<file path="config.mk">
export PLATFORM = sky130hd
export DESIGN_NAME = pwrup_seq
export DESIGN_NICKNAME = d
export VERILOG_FILES = /design/src/rtl/pwrup_seq_pkg.sv /design/src/rtl/seq_tick_cnt.sv /design/src/rtl/seq_ctrl.sv /design/src/rtl/pwrup_seq.sv
export SDC_FILE = /design/constraint.sdc
export NUM_CORES = 1
export LEC_CHECK = 0
export ABC_CLOCK_PERIOD_IN_PS = 3050
export BUFFER_PORTS_ARGS = -buffer_cell sky130_fd_sc_hd__buf_2
export CORE_UTILIZATION = 56
export CTS_BUF_LIST = sky130_fd_sc_hd__clkbuf_2
export CTS_CLUSTER_DIAMETER = 50
export CTS_CLUSTER_SIZE = 12
export DETAILED_ROUTE_END_ITERATION = 8
export HOLD_SLACK_MARGIN = 0.02
export PLACE_DENSITY = 0.82
export REMOVE_ABC_BUFFERS = 1
export SLEW_MARGIN = 20
export SYNTH_ARGS = -nofsm -noshare
export SYNTH_HDL_FRONTEND = slang
export SYNTH_HIERARCHICAL = 1
export SYNTH_SLANG_ARGS = --single-unit
</file>
<file path="constraint.sdc">
create_clock -name clk -period 3.05 [get_ports clk]
set_input_delay 0.4575 -clock clk [delete_from_list [all_inputs] [get_ports clk]]
set_output_delay 0.4575 -clock clk [all_outputs]
set_load 0.05 [all_outputs]
</file>
<file path="src/rtl/pwrup_seq_pkg.sv">
package pwrup_seq_pkg;

    typedef enum logic [2:0] {
        ST_HOLD    = 3'd0,
        ST_PWRDLY  = 3'd1,
        ST_OSCDLY  = 3'd2,
        ST_RUN     = 3'd3,
        ST_WAKEDLY = 3'd4
    } seq_state_e;

    localparam logic [1:0] OSC_LP = 2'b00;
    localparam logic [1:0] OSC_XT = 2'b01;
    localparam logic [1:0] OSC_HS = 2'b10;
    localparam logic [1:0] OSC_RC = 2'b11;

    typedef struct packed {
        seq_state_e state;
        logic       rst;
        logic       stall;
        logic       pwr_done;
        logic       osc_done;
    } seq_regs_t;

    // Crystal and resonator modes need the settle delay; RC does not.
    function automatic logic needs_settle(input logic [1:0] mode);
        return (mode == OSC_LP) || (mode == OSC_XT) || (mode == OSC_HS);
    endfunction

endpackage

</file>
<file path="src/rtl/seq_tick_cnt.sv">
module seq_tick_cnt #(
    parameter int LIMIT = 1024
) (
    input  logic clk,
    input  logic clr,
    input  logic tick,
    output logic expire
);
    localparam int CW = (LIMIT < 2) ? 1 : $clog2(LIMIT);
    localparam logic [CW-1:0] LAST = CW'(LIMIT - 1);

    logic [CW-1:0] cnt_d, cnt_q;

    always_comb begin
        expire = !clr && tick && (cnt_q == LAST);
        cnt_d  = cnt_q;
        if (clr) begin
            cnt_d = '0;
        end else if (tick) begin
            cnt_d = expire ? '0 : cnt_q + 1'b1;
        end
    end

    always_ff @(posedge clk) begin
        cnt_q <= cnt_d;
    end

    // the count moves only on a tick enable
    p_count_needs_tick_r6: assert property (@(posedge clk) disable iff (clr)
        !tick |=> (cnt_q == $past(cnt_q)));

    // a clear leaves the counter at zero
    p_clear_zero_r9: assert property (@(posedge clk) disable iff (1'b0)
        clr |=> (cnt_q == '0));

endmodule

</file>
<file path="src/rtl/seq_ctrl.sv">
module seq_ctrl
    import pwrup_seq_pkg::*;
(
    input  logic       clk,
    input  logic       por_pulse,
    input  logic       mclr_n,
    input  logic       wake_evt,
    input  logic       pud_en,
    input  logic [1:0] osc_mode,
    input  logic       pwr_expire,
    input  logic       osc_expire,
    output seq_state_e state,
    output logic       core_rst,
    output logic       stall,
    output logic       pwr_done,
    output logic       osc_done
);
    seq_regs_t cur_q, nxt_d;
    logic      settle;

    always_comb begin
        settle = needs_settle(osc_mode);
        nxt_d  = cur_q;

        case (cur_q.state)
            ST_HOLD: begin
                if (pud_en)      nxt_d.state = ST_PWRDLY;
                else if (settle) nxt_d.state = ST_OSCDLY;
                else             nxt_d.state = ST_RUN;
            end
            ST_PWRDLY: begin
                if (pwr_expire) begin
                    nxt_d.pwr_done = 1'b1;
                    nxt_d.state    = settle ? ST_OSCDLY : ST_RUN;
                end
            end
            ST_OSCDLY: begin
                if (osc_expire) begin
                    nxt_d.osc_done = 1'b1;
                    nxt_d.state    = ST_RUN;
                end
            end
            ST_RUN: begin
                if (wake_evt && settle) nxt_d.state = ST_WAKEDLY;
            end
            ST_WAKEDLY: begin
                if (osc_expire) nxt_d.state = ST_RUN;
            end
            default: nxt_d.state = ST_HOLD;
        endcase

        if (por_pulse) begin
            nxt_d.state    = ST_HOLD;
            nxt_d.pwr_done = 1'b0;
            nxt_d.osc_done = 1'b0;
        end

        nxt_d.rst   = por_pulse || !mclr_n ||
                      (nxt_d.state == ST_HOLD) ||
                      (nxt_d.state == ST_PWRDLY) ||
                      (nxt_d.state == ST_OSCDLY);
        nxt_d.stall = (nxt_d.state == ST_WAKEDLY);
    end

    always_ff @(posedge clk) begin
        cur_q <= nxt_d;
    end

    assign state    = cur_q.state;
    assign core_rst = cur_q.rst;
    assign stall    = cur_q.stall;
    assign pwr_done = cur_q.pwr_done;
    assign osc_done = cur_q.osc_done;

    // the core is held while the power-up stage runs
    p_hold_in_pwrdly_r2: assert property (@(posedge clk) disable iff (por_pulse)
        (cur_q.state == ST_PWRDLY) |-> cur_q.rst);

    // a bypassed power-up stage is never entered
    p_bypass_pwrdly_r3: assert property (@(posedge clk) disable iff (por_pulse)
        (cur_q.state == ST_HOLD && !pud_en) |=> (cur_q.state != ST_PWRDLY));

    // RC mode goes from power-up straight to run
    p_rc_skip_r5: assert property (@(posedge clk) disable iff (por_pulse)
        (cur_q.state == ST_PWRDLY && pwr_expire && osc_mode == OSC_RC)
        |=> (cur_q.state == ST_RUN && !cur_q.osc_done));

    // a wake delay never falls back into the power-up stage
    p_wake_no_pwr_r7: assert property (@(posedge clk) disable iff (por_pulse)
        (cur_q.state == ST_WAKEDLY) |=> (cur_q.state != ST_PWRDLY));

    // master-clear low forces reset on the next edge
    p_mclr_forces_r8: assert property (@(posedge clk) disable iff (por_pulse)
        !mclr_n |=> cur_q.rst);

    // released master-clear in run clears reset on the next edge
    p_mclr_release_r8: assert property (@(posedge clk) disable iff (por_pulse)
        (cur_q.state == ST_RUN && mclr_n) |=> !cur_q.rst);

    // done flags hold until a power-on pulse
    p_done_sticky_r10: assert property (@(posedge clk) disable iff (por_pulse)
        (cur_q.pwr_done && cur_q.osc_done) |=> (cur_q.pwr_done && cur_q.osc_done));

endmodule

</file>
<file path="src/rtl/pwrup_seq.sv">
module pwrup_seq
    import pwrup_seq_pkg::*;
#(
    parameter int PUD_TICKS  = 72,
    parameter int OST_CYCLES = 1024
) (
    input  logic       clk,
    input  logic       por_pulse,
    input  logic       mclr_n,
    input  logic       wake_evt,
    input  logic       rc_tick,
    input  logic       osc_tick,
    input  logic       pud_en,
    input  logic [1:0] osc_mode,
    output logic       core_rst,
    output logic       stall,
    output logic       pud_busy,
    output logic       ost_busy,
    output logic       pud_done,
    output logic       ost_done
);
    seq_state_e state;
    logic       pwr_expire, osc_expire;
    logic       pwr_clr, osc_clr;

    assign pud_busy = (state == ST_PWRDLY);
    assign ost_busy = (state == ST_OSCDLY) || (state == ST_WAKEDLY);
    assign pwr_clr  = por_pulse || !pud_busy;
    assign osc_clr  = por_pulse || !ost_busy;

    seq_tick_cnt #(.LIMIT(PUD_TICKS)) u_pwr_cnt (
        .clk    (clk),
        .clr    (pwr_clr),
        .tick   (rc_tick),
        .expire (pwr_expire)
    );

    seq_tick_cnt #(.LIMIT(OST_CYCLES)) u_osc_cnt (
        .clk    (clk),
        .clr    (osc_clr),
        .tick   (osc_tick),
        .expire (osc_expire)
    );

    seq_ctrl u_ctrl (
        .clk        (clk),
        .por_pulse  (por_pulse),
        .mclr_n     (mclr_n),
        .wake_evt   (wake_evt),
        .pud_en     (pud_en),
        .osc_mode   (osc_mode),
        .pwr_expire (pwr_expire),
        .osc_expire (osc_expire),
        .state      (state),
        .core_rst   (core_rst),
        .stall      (stall),
        .pwr_done   (pud_done),
        .osc_done   (ost_done)
    );

    // at most one stage counts at a time
    p_one_stage_r6: assert property (@(posedge clk) disable iff (por_pulse)
        !(pud_busy && ost_busy));

    // stall only appears inside an oscillator delay after start-up
    p_stall_in_osc_r7: assert property (@(posedge clk) disable iff (por_pulse)
        stall |-> (ost_busy && pud_done | ost_busy && !pud_busy));

endmodule

</file>
==> summary.md, run 1 <==
| Metric | Value |
|---|---|
| FP Rows | 16 |
| Hold depth | 2 |
| Total power density per cell area | 413 mW/mm² |
| Placed instance area | 0.00130 mm² |
| Worst reg2reg path depth | 9 |
| Post-Syn Area | 0.00124 mm² |
| Largest net degree at the start of global routing | 14 |
| Initial antenna violation count | 0 |
| Post-synthesis average cell area | 8.79 µm² |
| Core area | 0.00202 mm² |
| Worst vdd ir | 0.380 mV |
| Nets | 165 |
| Routability Congestion | 0.857 |
| WL final | 2400 µm |
| Share of cells above drive strength 1 | 0.145 |
| Hold Fails Final Rpt | 0 |
| Share of the clock period used by the worst path | 0.812 |
| I/O pins | 15 |
| Clock Skew | 3.74 ps |
| Startpoint types | flip-flop |
| RSZ-0062 raised after global routing | false |
| CTS Sinks | 24 |
| Hold path start | por_pulse |
| Post-synthesis sequential area ratio | 0.388 |
| Synthesized flop and latch total | 24 |
| # setup viols final | 0 |
| Worst setup EP type | flip-flop |
| Clk root buf | clkbuf_2 |
| Hold Path End | u_ctrl/pwr_done |
| Top cells by area, synth | dfxtp_1, nor2_1, xor2_1, nand4_1, or3_1 |
| Initial Utilization | 0.613 |
| Die H | 49.0 µm |
| # DRC | 0 |
| Main synth FF type | dfxtp_1 |
| Synth cell types | 48 |
| Max Cap Violations | 0 |
| Setup CP Type | flip-flop to flip-flop |
| Area grow syn2layout | 6.16% |
| Largest area contributor in the netlist | dfxtp_1 |
| Post-CTS Setup Inserts | 0 |
| Grt total ovfl | 0 |
| Power, Total | 0.544 mW |
| Post-synth EDFFs | 0 |
| Slew Limit Fails | 0 |
| DIE WIDTH | 49.0 µm |
| Via count | 1106 |
| Die ar. | 0.00240 mm² |
| Final Cell Area | 0.00132 mm² |
| Crit Path Max Fanout | 13 |
| Ys async rst share | 0 |
| RR Endpoint | u_ctrl/core_rst |
| Vias in the first global route | 1020 |
| DP HPWL | 1800 µm |
| Lkg Pwr | 0.480 nW |
| Max Freq | 404 MHz |
| Max clock buf depth | 2 |
| TritonCTS clock tree | yes |
| Worst Tran Pin Value | 708 ps |
| WP data required | 3320 ps |
| Via density | 6.18 |
| Post-layout min period | 2480 ps |
| Outcome | completed |
| Fill cells | 167 |
| Worst skew pair latency | 320 ps |
| First-pass GRT wire length | 4150 µm |
| ANT nets after route | 0 |
| Initial drt markers | 50 |
| Arr. time, crit path | 2750 ps |
| Routed len/inst | 13.4 µm |
| Pre-Repair DR Iteration Count | 4 |
| Synthesis warning total | 6 |
| Antenna diode count | 0 |
| TNS Setup | 0 ps |
| Yosys top cell area share | 0.388 |
| H-tree depth | 1 |
| Max-slew headroom | 0.524 |
| Post_cts resized | 0 |
| Gate Count Post-Synth | 141 |
| Inserted Clock Buffers | 3 |
| Setup slack, reg-to-reg | 570 ps |
| Worst hold path type | input port to flip-flop |
| GRT Overall Usage | 0.224 |
| Reg-to-reg startpoint | u_ctrl/state[2] |
| Port buffer count | 14 |
| Worst-path clk slew | 200 ps |
| CTS Hold Bufs | 0 |
## Yosys cell counts (all sizes together) (3+ instances only)
cell and count:
and3 3, or3 6, nand3 4, nor3 7, xor2 5, nand2b 4, inv 5, nand4 7
a21oi 7, buf 4, dfxtp 24, nor2 14, o21ai 3, nand2 7
## worst max-delay path: stages (launching register included)
cell     delay, ps
dfxtp_1        600
xnor2_1        150
or3_1          490
inv_1          170
nand2_1         80
nor3_1         320
nor4b_1         90
a41oi_1        240
nor2_1         110
a22oi_2        160
## metal layers
layer / global-route usage / share of wire
met3: 0.0530 / 0.067
met1: 0.266 / 0.46
met4: 0.132 / 0.018
met5: 0 / 0
met2: 0.368 / 0.46
## cells by family (layout without fill, tap and decap cells)
group	Yosys count	count (layout)	synth area share
buf+inv	11	22	0.0495
flops	24	24	0.388
compound gates	33	33	0.200
xor+xnor	7	7	0.0495
mux	1	1	0.00808
simple gates	63	63	0.285
fa+ha+maj	2	2	0.0202
## area by class of cell
class | count | area [µm²] | share of cell area
Multi-Input combinational cell | 106 | 697 | 0.530
Sequential cell | 24 | 480 | 0.365
Timing Repair Buffer | 14 | 70.1 | 0.0533
Tap cell | 27 | 33.8 | 0.0257
Inverter | 5 | 18.8 | 0.0143
Clock buffer | 3 | 15.0 | 0.0114
## through the flow
stage / setup slack, ps / hold slack (ps) / util / std cells
CTS: 594 / 335 / 0.650 / 179
detailed placement: 637 / 455 / 0.643 / 176
finish: 575 / 362 / 0.650 / 179
floorplan: 140 / 465 / - / 135
global placement: 736 / 455 / 0.643 / 176
global route: 331 / 345 / 0.650 / 179
## flip-flops by register name (all words and copies together), names as in the netlist
signal           flops
u_ctrl/core_rst      1
u_ctrl/osc_done      1
u_ctrl/pwr_done      1
u_ctrl/stall         1
u_ctrl/state         3
u_osc_cnt/cnt_q     10
u_pwr_cnt/cnt_q      7
## power by group
part           internal [mW]  leakage, nW  total, mW  switching [mW]
logic                 0.0329        0.273     0.0945          0.0616
registers              0.322        0.194      0.335          0.0133
clock network         0.0268       0.0125      0.114          0.0874
## worst max path at each step
stage / start / slack, ps / cells past startpoint / endpoint
after floorplan: u_ctrl/state[2] / 140 / 6 / u_ctrl/core_rst
after global placement: u_ctrl/state[2] / 740 / 9 / u_ctrl/core_rst
after detailed placement: u_ctrl/state[2] / 640 / 9 / u_ctrl/core_rst
after CTS: u_ctrl/state[2] / 590 / 9 / u_ctrl/core_rst
after global routing: u_ctrl/state[2] / 330 / 9 / u_ctrl/core_rst
final: u_ctrl/state[2] / 570 / 9 / u_ctrl/core_rst
## cell usage in the layout (no fill, tap or decap), types with 3 or more instances in the layout
cell	count
nor3_1	7
nor2_1	14
and3_1	3
a21oi_1	7
dfxtp_1	24
nand2b_1	4
o21ai_0	3
nand2_1	7
clkbuf_2	3
nand4_1	6
xor2_1	5
inv_1	5
or3_1	6
buf_2	14
nand3_1	3
Power figures use the tool's default switching activity.
==> run 2, diff against run 1 <==
--- a/config.mk
+++ b/config.mk
@@ -5,9 +5,9 @@
 export SDC_FILE = /design/constraint.sdc
 export NUM_CORES = 1
 export LEC_CHECK = 0
-export ABC_CLOCK_PERIOD_IN_PS = 3050
+export ABC_CLOCK_PERIOD_IN_PS = 2150
 export BUFFER_PORTS_ARGS = -buffer_cell sky130_fd_sc_hd__buf_2
-export CORE_UTILIZATION = 56
+export CORE_UTILIZATION = 53
 export CTS_BUF_LIST = sky130_fd_sc_hd__clkbuf_2
 export CTS_CLUSTER_DIAMETER = 50
 export CTS_CLUSTER_SIZE = 12
==> constraint.sdc (replaced) <==
create_clock -name clk -period 2.15 [get_ports clk]
set_input_delay 0.3225 -clock clk [delete_from_list [all_inputs] [get_ports clk]]
set_output_delay 0.3225 -clock clk [all_outputs]
set_load 0.05 [all_outputs]
==> run 2 against run 1 <==
Sequential power up 40%. Critical endpoint unchanged. Via count up 1.3%. First-iteration DRC count down 20%.
==> summary.md, run 2 (synthesized netlist as in run 1, its figures left out) <==
| Metric | Value |
|---|---|
| # setup viols final | 0 (unchanged) |
| Lkg Pwr | 0.510 nW (was 0.480 nW) |
| Slew Limit Fails | 0 (unchanged) |
| TNS Setup | 0 ps (unchanged) |
| Post_cts resized | 0 (unchanged) |
| Final setup margin | 136 ps (was 575 ps) |
| Reg-to-reg startpoint | u_ctrl/state[2] (unchanged) |
| CP max stage cell | dfxtp_1 (unchanged) |
| Worst hold path type | input port to flip-flop (unchanged) |
| Outcome | completed (unchanged) |
| Nets | 171 (was 165) |
| Crit path largest cell delay | 370 ps (was 600 ps) |
| Max Freq | 496 MHz (was 404 MHz) |
| Clk root buf | clkbuf_2 (unchanged) |
| Commonest non-fill, non-tap cell in the layout | dfxtp_1 (unchanged) |
| Largest net degree at the start of global routing | 14 (unchanged) |
| GRT Overall Usage | 0.225 (was 0.224) |
| Worst Tran Pin Value | 676 ps (was 708 ps) |
| Most flops, register | u_osc_cnt/cnt_q (unchanged) |
| First-pass GRT wire length | 4330 µm (was 4150 µm) |
| Post-CTS Setup Inserts | 0 (unchanged) |
| WL final | 2460 µm (was 2400 µm) |
| Worst-path clk slew | 210 ps (was 200 ps) |
| Grt total ovfl | 0 (unchanged) |
| Worst skew pair latency | 330 ps (was 320 ps) |
| Share of the clock period used by the worst path | 0.937 (was 0.812) |
| Core area | 0.00221 mm² (was 0.00202 mm²) |
| Max-slew headroom | 0.546 (was 0.524) |
| Crit Path Max Fanout | 4 (was 13) |
| Share of cells above drive strength 1 | 0.176 (was 0.145) |
| Post-layout min period | 2010 ps (was 2480 ps) |
| Via count | 1120 (was 1106) |
| Met2 usage | 0.364 (was 0.368) |
| Arr. time, crit path | 2290 ps (was 2750 ps) |
| Area grow syn2layout | 10.3% (was 6.16%) |
| DIE WIDTH | 50.3 µm (was 49.0 µm) |
| Pre-Repair DR Iteration Count | 5 (was 4) |
| # DRC | 0 (unchanged) |
| FP Rows | 17 (was 16) |
| Setup CP Type | flip-flop to flip-flop (unchanged) |
| Worst setup EP type | flip-flop (unchanged) |
| Hold Fails Final Rpt | 0 (unchanged) |
| WHS | 214 ps (was 362 ps) |
| Initial drt markers | 40 (was 50) |
| Critical-path cell list | xnor2_1 -> or3_1 -> inv_1 -> nand2_1 -> nor3_1 -> buf_4 -> and3b_1 -> o21a_1 -> o41a_1 -> a22oi_2 (was xnor2_1 -> or3_1 -> inv_1 -> nand2_1 -> nor3_1 -> nor4b_1 -> a41oi_1 -> nor2_1 -> a22oi_2) |
| ANT nets after route | 0 (unchanged) |
| I/O pins | 15 (unchanged) |
| Inserted Clock Buffers | 3 (unchanged) |
| Die ar. | 0.00253 mm² (was 0.00240 mm²) |
| Initial antenna violation count | 0 (unchanged) |
| Fill cells | 196 (was 167) |
| Grt peak-use layer | met2 (unchanged) |
| Power, Total | 0.792 mW (was 0.544 mW) |
| Routed len/inst | 13.2 µm (was 13.4 µm) |
| DP Worst Slack | 186 ps (was 637 ps) |
| RSZ-0062 raised after global routing | false (unchanged) |
| Clock Skew | 4.48 ps (was 3.74 ps) |
| Initial Utilization | 0.560 (was 0.613) |
| Commonest cells after routing, fill and taps aside | dfxtp_1, nor2_1, buf_2 (unchanged) |
| Worst vdd ir | 0.378 mV (was 0.380 mV) |
| Max reg flops | 10 (unchanged) |
| Startpoint types | flip-flop (unchanged) |
| Max Cap Violations | 0 (unchanged) |
| Routability Congestion | 0.829 (was 0.857) |
| DP HPWL | 1870 µm (was 1800 µm) |
| Via density | 5.99 (was 6.18) |
| TritonCTS clock tree | yes (unchanged) |
| Port buffer count | 14 (unchanged) |
| Crit path from | u_ctrl/state[2] (unchanged) |
| Hold path start | por_pulse (unchanged) |
| CTS Sinks | 24 (unchanged) |
| Met3 Use GR | 0.0394 (was 0.0530) |
| WP data required | 2420 ps (was 3320 ps) |
| H-tree depth | 1 (unchanged) |
| Met1 Use GR | 0.287 (was 0.266) |
| CTS Hold Bufs | 0 (unchanged) |
| Antenna diode count | 0 (unchanged) |
| Max clock buf depth | 2 (unchanged) |
| Die H | 50.3 µm (was 49.0 µm) |
| Vias in the first global route | 1024 (was 1020) |
| Total power density per cell area | 580 mW/mm² (was 413 mW/mm²) |
==> run 2: changes by cell type in the layout (fill, tap and decap cells not counted) <==
cell | previous run | this run
a2111oi_1 | 0 | 1
clkinv_1 | 0 | 1
buf_4 | 0 | 6
a2111oi_0 | 2 | 1
==> run 2: routing by layer <==
| metal | up-vias | routed length, µm |
|---|---|---|
| met5 | - | 0 |
| met4 | 0 | 16 |
| met3 | 2 | 147 |
| met2 | 45 | 1190 |
| met1 | 507 | 1100 |
| li1 | 566 | - |
==> run 2: critical path: cells and delay by family, from the launching register on <==
| kind | cells | cell delay [ps] |
|---|---|---|
| AO/OA/AOI/OAI | 3 | 670 |
| XOR/XNOR | 1 | 210 |
| buffers and inverters | 2 | 230 |
| flip-flops | 1 | 370 |
| AND/OR/NAND/NOR | 4 | 490 |
==> run 2: where the power goes <==
group	switching [mW]	internal [mW]
clock network	0.129	0.0404
logic	0.0971	0.0561
registers	0.0124	0.457
total	0.239	0.553
==> run 2: metrics by stage <==
step | util | instance area, µm² | cells
floorplan | - | 1200 | 135
global placement | 0.609 | 1350 | 183
detailed placement | 0.609 | 1350 | 183
CTS | 0.617 | 1370 | 187
global route | 0.618 | 1370 | 187
finish | 0.618 | 1370 | 187
==> run 2: worst paths after layout <==
kind                                         to  slack (ps)  cells after the start
worst max-delay path            u_ctrl/core_rst         140                     10
worst min-delay path            u_ctrl/pwr_done         210                      2
worst min register to register  u_ctrl/pwr_done         520                      2
worst max register to register  u_ctrl/core_rst         140                     10
==> run 2: layout make-up <==
class,count,area [µm²],area share
well taps,28,35.0,0.0256
multi-input cells,106,698,0.511
clock inverters,1,3.75,0.00275
repair buffers,20,115,0.0842
clock buffers,3,15.0,0.0110
inverters,5,18.8,0.0137
flip-flops and latches,24,480,0.352
